### src/rtl/wake_timer.sv
module wake_timer #(
  parameter int          MANT_W    = 8,
  parameter int          EXP_W     = 5,
  parameter int          DUTY_W    = 7,
  parameter int          PFX_W     = 3,
  parameter logic [2:0]  PFX       = 3'b111,
  parameter logic [15:0] RESET_CMD = 16'hE196
) (
  input  logic                              clk,
  input  logic                              rst_n,
  input  logic                              tick,
  input  logic [PFX_W+EXP_W+MANT_W-1:0]     tmr_cmd,
  input  logic [DUTY_W:0]                   duty_cmd,
  input  logic                              tmr_en,
  input  logic                              stat_rd,
  output logic                              wake_o,
  output logic                              ovf_flag,
  output logic                              duty_on
);
  localparam int CMD_W = PFX_W + EXP_W + MANT_W;
  localparam int CNT_W = MANT_W + (1 << EXP_W) - 1;

  logic [MANT_W-1:0] m_q;
  logic [EXP_W-1:0]  e_q;
  logic              en_q, run_q;
  logic [CNT_W-1:0]  cnt_q;
  logic [CNT_W-1:0]  period, on_len;
  logic              rise, cmd_ok, last, m_zero;

  assign rise   = tmr_en & ~en_q;
  assign cmd_ok = tmr_cmd[CMD_W-1 -: PFX_W] == PFX[PFX_W-1:0];
  assign m_zero = m_q == '0;
  assign period = CNT_W'(m_q) << e_q;
  assign on_len = CNT_W'({duty_cmd[DUTY_W:1], 1'b1}) << e_q;
  assign last   = run_q & tick & ~m_zero & (cnt_q == period - 1'b1);

  always_ff @(posedge clk or negedge rst_n) begin
    if (!rst_n) begin
      m_q <= RESET_CMD[MANT_W-1:0];
      e_q <= RESET_CMD[MANT_W +: EXP_W];
    end else if (rise && cmd_ok) begin
      m_q <= tmr_cmd[MANT_W-1:0];
      e_q <= tmr_cmd[MANT_W +: EXP_W];
    end
  end

  always_ff @(posedge clk or negedge rst_n) begin
    if (!rst_n) begin
      en_q  <= 1'b0;
      run_q <= 1'b0;
      cnt_q <= '0;
    end else begin
      en_q <= tmr_en;
      if (!tmr_en) begin
        run_q <= 1'b0;
        cnt_q <= '0;
      end else if (rise) begin
        run_q <= 1'b1;
        cnt_q <= '0;
      end else if (last) begin
        cnt_q <= '0;
      end else if (run_q && tick && !m_zero) begin
        cnt_q <= cnt_q + 1'b1;
      end
    end
  end

  always_ff @(posedge clk or negedge rst_n) begin
    if (!rst_n) begin
      wake_o   <= 1'b0;
      ovf_flag <= 1'b0;
    end else begin
      wake_o <= last & tmr_en & ~rise;
      if (last && tmr_en && !rise) ovf_flag <= 1'b1;
      else if (stat_rd)            ovf_flag <= 1'b0;
    end
  end

  assign duty_on = run_q & duty_cmd[0] & ~m_zero & (cnt_q < on_len);
endmodule


### config.mk
export PLATFORM = sky130hd
export DESIGN_NAME = wake_timer
export DESIGN_NICKNAME = d
export VERILOG_FILES = /design/src/rtl/wake_timer.sv
export SDC_FILE = /design/constraint.sdc
export NUM_CORES = 1
export LEC_CHECK = 0
export BUFFER_PORTS_ARGS = -buffer_cell sky130_fd_sc_hd__buf_2
export CAP_MARGIN = 40
export CORE_ASPECT_RATIO = 0.8
export CORE_MARGIN = 2
export CORE_UTILIZATION = 36
export DETAILED_ROUTE_END_ITERATION = 8
export PLACE_DENSITY = 0.54
export SYNTH_ARGS = -nofsm -noshare
export SYNTH_HDL_FRONTEND = slang
export SYNTH_SLANG_ARGS = --single-unit
### constraint.sdc
create_clock -name clk -period 4.45 [get_ports clk]
set_input_delay 0.445 -clock clk [delete_from_list [all_inputs] [get_ports clk]]
set_output_delay 0.445 -clock clk [all_outputs]
set_load 0.01 [all_outputs]
==> results of run 1 <==
## cell type report
cell class,instances,area [µm²]
Timing Repair Buffer,193,1460
Fill cell,2090,11200
Clock buffer,5,125
Clock inverter,3,25.0
Inverter,17,67.6
Tap cell,269,337
Multi-Input combinational cell,854,6180
Sequential cell,56,1410
## sequential cells by signal (all words and copies together), names as in the netlist
name,flops
cnt_q,39
e_q,5
en_q,1
m_q,8
ovf_flag,1
run_q,1
wake_o,1
## metal layers
layer  routed length (µm)  part of all wire  up-vias  GRT usage
li1                     -                 -     4052          -
met1                14800              0.47     4178      0.411
met2                13000              0.41      384      0.406
met3                 3170              0.10       26     0.0528
met4                  479             0.015        0     0.0627
met5                    0                 0        -          0
## kinds of logic (layout without fill, tap and decap cells)
logic type	count (synthesis)	count (layout)	synth area share
AOI/OAI and AO/OA	257	257	0.247
xor gates and xnor gates	63	63	0.0722
adders and majority gates	41	41	0.0668
buffers and inverters	93	218	0.0498
DFF	56	56	0.184
muxes	51	51	0.0817
and+or+nand+nor	442	442	0.298
## worst max-delay path, cell delays in order, from the launching register on
cell and delay, ps:
dfstp_2 550, buf_4 110, buf_4 140, buf_4 160, nor2b_2 220, a22oi_1 150, and3_1 240, or4_4 580
nor4_2 270, buf_4 170, xor2_1 60, or4_1 570, or4_4 570, o211ai_4 240, buf_6 150, buf_12 120
o31ai_1 70
## per-stage QoR
stage / std cells / util / instance area [µm²] / hold WS [ps]
floorplan: 1003 / - / 7650 / 149
global placement: 1369 / 0.430 / 8920 / 354
detailed placement: 1369 / 0.430 / 8920 / 353
CTS: 1387 / 0.446 / 9250 / 10.5
global route: 1397 / 0.462 / 9600 / 23.1
finish: 1397 / 0.462 / 9600 / 11.6
## synthesized netlist by cell type (10+ instances only)
cell type  count  area (µm²)
a21o_1        18         135
and3_1        23         144
nand2b_1      18         113
a21oi_1       32         160
xor2_1        26         228
and4_1        10        87.6
nor2b_1       17         106
nor2_1        85         319
mux2i_1       14         140
a31oi_1       15        93.8
dfrtp_1       51        1280
mux2_2        31         349
ha_1          40         500
nand3_1       39         195
a221oi_1      15         131
a21boi_0      17         128
inv_1         16        60.1
clkbuf_1      53         199
or3_1         11        68.8
nand4_1       34         213
o21ai_0       32         160
o31ai_1       19         143
nor3_1        24         120
buf_2         13        65.1
xnor2_1       37         324
nor4_1        15        93.8
nand2_1      120         450
## power groups by stage
stage	combinational, µW	clock (µW)	sequential (µW)
6_report	3420	439	592
5_1_grt	3650	466	596
2_1_floorplan	1790	0	576
4_1_cts	3100	445	588
3_3_place_gp	3010	0	611
3_5_place_dp	3000	0	612
## worst min-delay path by stage
stage                          end
after detailed placement    e_q[4]
after floorplan           cnt_q[0]
after global routing        e_q[4]
after global placement      e_q[4]
final                       e_q[4]
after CTS                   e_q[4]
## layout by cell type, fill, tap and decap left out, types with 26 or more instances in the layout
| cell type | synthesis | layout |
|---|---|---|
| nand3_1 | 39 | 37 |
| mux2_2 | 31 | 29 |
| nand4_1 | 34 | 34 |
| nor2_1 | 85 | 84 |
| xor2_1 | 26 | 26 |
| a21oi_1 | 32 | 31 |
| ha_1 | 40 | 38 |
| buf_4 | 2 | 150 |
| dfrtp_1 | 51 | 50 |
| xnor2_1 | 37 | 34 |
| buf_2 | 13 | 31 |
| nand2_1 | 120 | 118 |
## timing repair
| item | 4_1_cts | 5_1_grt |
|---|---|---|
| buffers inserted | 8 | 10 |
| resized for setup | 24 | 60 |
| cloned | 2 | 0 |
| pin swaps | 7 | 20 |
| endpoints found under the setup margin | 36 | 42 |
==> impl_metrics.toml, run 1 <==
[synth]
yosys_warnings = 0
ys_seq_area_frac = 0.184
synth-edff-count = 0
ys.flop_type = "dfrtp_1"
yosysUniqueCellTypes = 85
synth-seq-cells = 56
avgSynthCellArea_um2 = 7.62
async_flop_share = 1.00
syn_nets = 1072
syn_area_um2 = 7640
synthCells = 1003

[grt]
grt_pass1_wl_mm = 47.8
grt_usage = 0.275
grt_max_degree = 45
grt_pass1_vias = 8016
antenna_found_initial = 0
grt_overflow_total = 0

[cts]
clk_latency_ps = 310
cts-htree-levels = 2
cts.path.max_buffers = 2
numCtsBuffers = 5
cts_sinks = 56
cts_root_buffer = "clkbuf_16"
cts_tree = "done"
path_clk_slew_ps = 80
cts_hold_buf = 0

[timing]
fin_setup_tns_ps = -495
tightest_slew_ps = 956
hold_viol = 0
fin_ws_ps = -39.4
finalSetupViolations = 18
final_min_period_over_clock_period = 1.01
slew_headroom = 0.363
drv_slew = 0
skew_ps = 3.99
finalCriticalPeriod_ps = 4490
rsz0062_at_grt = "yes"
timing.fmax_mhz = 223

[critical_path]
worst_ep_required_time_ps = 4630
crit_start = "e_q[0]"
r2r-end = "cnt_q[18]"
reg2reg_from = "e_q[0]"
crit_end = "cnt_q[18]"
cp-end-kind = "flip-flop"
reg2reg_depth = 16
crit_type = "reg2reg"
arrival_ps = 4670
setup.worst_path.start_class = "flip-flop"
worstPathMaxFanout = 8
reg2reg_slack_ps = -40

[route]
viasPerCell = 6.18
wl_mm = 31.4
drt-initial-drc-count = 1147
routed-via-count = 8640
ant_nets = 0
wl_per_cell_um = 22.5
first_pass_iters = 5
remaining_drc_errors = 0

[outcome]
outcome = "finished with violations"
failed_checks = "negative setup slack"

[placement]
gp_congestion = 0.992
io_buffers = 31
hpwl_mm = 24.6
pre_cts_slack_ps = -58.5

[die]
die-area_um2 = 22400
core_area_um2 = 20800
rows = 47
dieHeight_um = 134
die_w_um = 167
initial_core_util = 0.368
io_pins = 32

[power_and_ir_drop]
pwr-share-clk = 0.098
power_density_nw_per_um2 = 464
finalPower_uw = 4460
power.internal_uw = 2260
p_leak_uw = 0.00401
seqPwrFrac = 0.133
p_switching_uw = 2190
irDropWorstVdd_v = 0.000321
power_switching_share = 0.492
p_comb_frac = 0.769

[layout]
area_growth_pct = 25.7
antennaDiodeCount = 0
drive_above_1_share = 0.280
num-nets-final = 1196

[flow_run]
cap_violations = 0

[hold_path]
hold_class = "in2async"
(Power assumes the default switching activity.)
==> inputs of run 2 (changes only) <==
--- a/config.mk
+++ b/config.mk
@@ -12,6 +12,7 @@
 export CORE_UTILIZATION = 36
 export DETAILED_ROUTE_END_ITERATION = 8
 export PLACE_DENSITY = 0.54
+export SETUP_SLACK_MARGIN = 0.5
 export SYNTH_ARGS = -nofsm -noshare
 export SYNTH_HDL_FRONTEND = slang
 export SYNTH_SLANG_ARGS = --single-unit
==> run 2 against run 1 <==
  * The flow now finishes without violations
  * Sequential share of layout area grew 0.090 points
  * Maximum frequency is 1.6% higher
  * Count of clock-buffer cells in the layout stayed put
  * Global-route usage about the same
  * Register-to-register slack better by 70 ps
  * Cell count down 2.1%
  * Power fell by 2.4%
  * Sequential power rose by 2%
  * First-iteration DRC count decreased by 5.2%
  * Flip-flop and latch count unchanged
  * Critical path type unchanged
  * Largest cell class unchanged
  * Highest routed layer unchanged
==> impl_metrics.toml, run 2 (synthesis gave the netlist of run 1 again) <==
[placement]
gp_congestion = 0.974
pre_cts_slack_ps = 64.2
place_inst = 1336
placed_area_um2 = 8780
hpwl_mm = 23.8
io_buffers = 31

[route]
ant_nets = 0
drt-initial-drc-count = 1087
wl_mm = 31.4
wl_per_cell_um = 22.9
viasPerCell = 6.33
remaining_drc_errors = 0
first_pass_iters = 5
routed-via-count = 8659

[timing]
rsz0062_at_grt = "yes"
finalSetupViolations = 0
finalCriticalPeriod_ps = 4420
slew_headroom = 0.387
drv_slew = 0
skew_ps = 12.8
hold_viol = 0
fin_ws_ps = 31.3
final_min_period_over_clock_period = 0.993
tightest_slew_ps = 920
timing.fmax_mhz = 226

[layout]
final_util = 0.460
drive_above_1_share = 0.280
largest_register_ffs = 39
num-nets-final = 1167
area_growth_pct = 25.1
final_cell_mix = "118 x nand2_1, 115 x buf_4, 74 x nor2_1"
final_area_um2 = 9560
top_register = "cnt_q"
reg.largest.list = "cnt_q x39, m_q x8, e_q x5"
final_cell_count_no_fill = 1368
fillers = 2078
antennaDiodeCount = 0
final_common_cell = "nand2_1"

[cts]
cts_root_buffer = "clkbuf_16"
clk_latency_ps = 320
cts_tree = "done"
path_clk_slew_ps = 80
cts_sinks = 56
cts.path.max_buffers = 2
numCtsBuffers = 5
cts-htree-levels = 2

[grt]
grt_pass1_wl_mm = 47.7
grt_usage = 0.275
grt_max_degree = 57
grt_overflow_total = 0
antenna_found_initial = 0
grt_pass1_vias = 8017

[die]
core_area_um2 = 20800
die_w_um = 167
initial_core_util = 0.368
dieHeight_um = 134
rows = 47
io_pins = 32
die-area_um2 = 22400

[critical_path]
worstPathMaxFanout = 11
cp-end-kind = "flip-flop"
setup.worst_path.start_class = "flip-flop"
arrival_ps = 4600
worst_ep_required_time_ps = 4630
crit_type = "reg2reg"

[outcome]
outcome = "complete, no violations"

[power_and_ir_drop]
irDropWorstVdd_v = 0.000214
finalPower_uw = 4350
p_leak_uw = 0.00390
power_density_nw_per_um2 = 455

[flow_run]
cap_violations = 0

[hold_path]
hold_class = "in2async"
-- run 2: cell count changes in the layout (fill, tap and decap cells not counted), moves of 3 or more --
| cell | previous run | this run |
|---|---|---|
| o21ai_1 | 8 | 5 |
| nor4_2 | 5 | 2 |
| buf_12 | 2 | 6 |
| a21oi_2 | 1 | 5 |
| nor2_1 | 84 | 74 |
| o31ai_1 | 18 | 9 |
| buf_4 | 150 | 115 |
| o21ai_0 | 24 | 27 |
| a21oi_1 | 31 | 27 |
| o31ai_2 | 1 | 8 |
| nor2_2 | 0 | 9 |
-- run 2: metal layers --
| layer | share of wire | up-vias | GRT usage |
|---|---|---|---|
| met5 | 0 | - | 0 |
| met4 | 0.015 | 0 | 0.0536 |
| met3 | 0.11 | 37 | 0.0693 |
| met2 | 0.42 | 385 | 0.407 |
| met1 | 0.46 | 4245 | 0.402 |
| li1 | - | 3992 | - |
-- run 2: metrics by stage --
step / TNS (ps) / hold WS (ps)
floorplan: 0 / 149
global placement: 0 / 462
detailed placement: 0 / 476
CTS: 0 / 291
global route: -2920 / 296
finish: 0 / 259
-- run 2: path summary, 6_finish.rpt --
kind | from | to | slack, ps | depth (start not counted)
max in group asynchronous | rst_n | e_q[1] | 3620 | 2
worst max register to register | m_q[2] | cnt_q[9] | 30 | 14
min in group clk | tmr_en | en_q | 290 | 1
worst max-delay path | m_q[2] | cnt_q[9] | 30 | 14
worst min register to register | ovf_flag | ovf_flag | 490 | 1
worst min-delay path | rst_n | en_q | 260 | 2
-- run 2: cell type report --
type                       count  area, µm²  share of cell area
timing repair buffer         164       1310               0.137
clock inverter                 3       22.5             0.00236
sequential                    56       1410               0.148
multi-input combinational    854       6280               0.658
tap                          269        337              0.0352
inverter                      17       67.6             0.00707
clock buffer                   5        125              0.0131
-- run 2: what timing repair did --
action                                  in CTS  in global routing
endpoints found under the setup margin      42                 42
cloned                                       2                  1
setup buffers                               10                 11
pin swaps                                   13                 17
resized for setup                           29                 68
hold buffers                                 0                  0
-- run 2: power breakdown --
group	switching [µW]	total [µW]	internal, µW
Sequential	55.5	602	547
Combinational	1900	3320	1420
Clock	214	426	212
Total	2170	4350	2180
-- run 2: worst max-delay path: stages, from the launching register on --
cell,delay [ps]
dfstp_2,570
buf_4,190
nor2_1,70
mux4_2,480
a22oi_1,600
buf_4,240
a211o_1,120
nand4_1,220
nand2_1,150
o2111ai_1,100
or3_1,320
or4_4,600
o211ai_4,330
clkbuf_16,240
o31ai_2,60
==> inputs of run 3 (changes only) <==
--- a/config.mk
+++ b/config.mk
@@ -5,12 +5,14 @@
 export SDC_FILE = /design/constraint.sdc
 export NUM_CORES = 1
 export LEC_CHECK = 0
+export ABC_AREA = 1
 export BUFFER_PORTS_ARGS = -buffer_cell sky130_fd_sc_hd__buf_2
 export CAP_MARGIN = 40
 export CORE_ASPECT_RATIO = 0.8
 export CORE_MARGIN = 2
 export CORE_UTILIZATION = 36
 export DETAILED_ROUTE_END_ITERATION = 8
+export GPL_ROUTABILITY_DRIVEN = 0
 export PLACE_DENSITY = 0.54
 export SETUP_SLACK_MARGIN = 0.5
 export SYNTH_ARGS = -nofsm -noshare
==> run 3 against run 2 <==
  * Critical path depth is 2 lower
  * Global-route usage is 1.7 points lower
  * First-iteration DRC count fell by 1.6%
  * Register-to-register slack better by 750 ps
  * Die area up 2.2%
  * Combinational power shrank 26%
  * Sequential share of layout area increased by 1.8 points
  * Critical endpoint is now duty_on
  * Largest power group unchanged
==> impl_metrics.toml, run 3 <==
[power_and_ir_drop]
p_comb_frac = 0.700
power_density_nw_per_um2 = 410
seqPwrFrac = 0.169
p_leak_uw = 0.00419
pwr-share-clk = 0.131
irDropWorstVdd_v = 0.000202
power_switching_share = 0.574
power.internal_uw = 1490
p_switching_uw = 2010

[layout]
final_common_cell = "nand2_1"
fillers = 2380
largest_register_ffs = 39
final_cell_mix = "515 x nand2_1, 148 x nor2_1, 143 x nand3_1"
area_growth_pct = 9.31
drive_above_1_share = 0.105
antennaDiodeCount = 0
top_register = "cnt_q"
reg.largest.list = "cnt_q x39, m_q x8, e_q x5"
final_util = 0.398
final_cell_count_no_fill = 1663
num-nets-final = 1456

[critical_path]
reg2reg_from = "e_q[0]"
arrival_ps = 3290
crit_type = "reg2out"
reg2reg_slack_ps = 780
crit_chain = "inv_1 > buf_4 > nand4_1 > ha_1 > nand2_1 > a31oi_1 > a211oi_2 > o221ai_1 > nand3_1 > nand3_2 > nor3_2 > buf_2"
critical-path-slowest-cell = "dfrtp_1"
cp_slowest_stage_delay_ps = 450
worstPathMaxFanout = 21
r2r-end = "cnt_q[5]"
cp-end-kind = "primary output"
path_buf_inv = 3
reg2reg_depth = 23
critPathTopFamily = "buffers and inverters"
worst_ep_required_time_ps = 4010
setup.worst_path.start_class = "flip-flop"

[die]
io_pins = 32
die_w_um = 169
core_area_um2 = 21400
rows = 48
dieHeight_um = 136
die-area_um2 = 22900
initial_core_util = 0.364

[flow_run]
cap_violations = 0

[route]
viasPerCell = 5.36
routed-via-count = 8906
drt-initial-drc-count = 1070
wl_mm = 29.0
wl_per_cell_um = 17.4
remaining_drc_errors = 0
ant_nets = 0
first_pass_iters = 6

[synth]
synth.most_common_cell = "nand2_1"
synthSimpleGateAreaFrac = 0.529
yosys_warnings = 0
synthCells = 1377
synth_top_family_by_area = "simple AND/OR/NAND/NOR gates"
async_flop_share = 1.00
ys_seq_area_frac = 0.180
yosys.area.top_type = "nand2_1"
synthDominantCellAreaShare = 0.248
synth-edff-count = 0
synth.top_cells.by_count = "515 x nand2_1, 151 x nor2_1, 144 x nand3_1"
synth-compound-area-share = 0.0750
synthMuxAreaShare = 0.00256
yosysUniqueCellTypes = 41
ys.flop_type = "dfrtp_1"
ys_top_cells_by_area = "nand2_1 25%, dfrtp_1 16%, nand3_1 9.2%"
synth_fa_ha_area_frac = 0.0641
avgSynthCellArea_um2 = 5.67
syn_area_um2 = 7810
syn_nets = 1446
synth-seq-cells = 56
synthXorXnorAreaFrac = 0.0556

[timing]
timing.fmax_mhz = 268
tightest_slew_ps = 808
finalCriticalPeriod_ps = 3740
hold_viol = 0
slew_headroom = 0.461
finalSetupViolations = 0
final_min_period_over_clock_period = 0.840
fin_setup_tns_ps = 0
hold_ws_ps = 258
fin_ws_ps = 714
drv_slew = 0
rsz0062_at_grt = "no"
skew_ps = 7.33

[cts]
cts_root_buffer = "clkbuf_16"
path_clk_slew_ps = 90
cts-htree-levels = 2
cts.path.max_buffers = 2
cts_tree = "done"
numCtsBuffers = 5
clk_latency_ps = 320
cts_sinks = 56

[hold_path]
min_to = "en_q"
hp-start = "tmr_en"
hold_class = "in2reg"
worstHoldPathCells = 1

[grt]
grt_overflow_total = 0
grt_pass1_wl_mm = 45.8
grt_pass1_vias = 8169
grt_usage = 0.258
grt_max_degree = 57
antenna_found_initial = 0

[placement]
hpwl_mm = 23.0
place_inst = 1650
io_buffers = 31
pre_cts_slack_ps = 580

[outcome]
outcome = "complete, no violations"
run 3: kinds of logic after synthesis:
group	Yosys count
AOI/OAI and AO/OA	110
xor gates and xnor gates	48
adders and majority gates	40
buffers and inverters	176
DFF	56
muxes	2
and+or+nand+nor	945
run 3: area by class of cell:
cell class,count,area [µm²],area share
well taps,275,344,0.0403
clock buffers,5,125,0.0147
inverters,126,480,0.0563
multi-input cells,1145,5790,0.678
repair buffers,53,360,0.0422
flip-flops and latches,56,1410,0.165
clock inverters,3,26.3,0.00308
run 3: per-stage QoR:
stage | instance area [µm²] | power [µW]
final | 8540 | 3500
after global routing | 8540 | 3830
after CTS | 8380 | 3360
after detailed placement | 8220 | 2880
after global placement | 8190 | 2880
after floorplan | 7810 | 2330
run 3: worst max-delay path by stage:
stage           start       to  slack, ps  depth (start not counted)
2_1_floorplan  e_q[0]  duty_on       1100                         18
3_3_place_gp   e_q[0]  duty_on        540                         13
3_5_place_dp   e_q[0]  duty_on        580                         13
4_1_cts        e_q[0]  duty_on        510                         15
5_1_grt        e_q[0]  duty_on        480                         17
6_report       e_q[3]  duty_on        710                         12
run 3: power groups by stage:
stage	logic, µW	clock network [µW]	registers [µW]
after floorplan	1750	0	576
after global placement	2270	0	605
after detailed placement	2280	0	605
after CTS	2290	467	598
after global routing	2750	488	596
final	2450	459	591
run 3: routing by layer:
layer | up-vias | routed length [µm] | global-route usage
li1 | 4483 | - | -
met1 | 4092 | 14700 | 0.405
met2 | 302 | 11500 | 0.365
met3 | 29 | 2340 | 0.0415
met4 | 0 | 411 | 0.0508
met5 | - | 0 | 0
run 3: what timing repair did:
item                       4_1_cts  5_1_grt
pin swaps                        0        5
setup buffers                    0        5
cloned                           0        0
setup endpoints to repair        1       40
hold buffers                     0        0
resized for setup                5       42
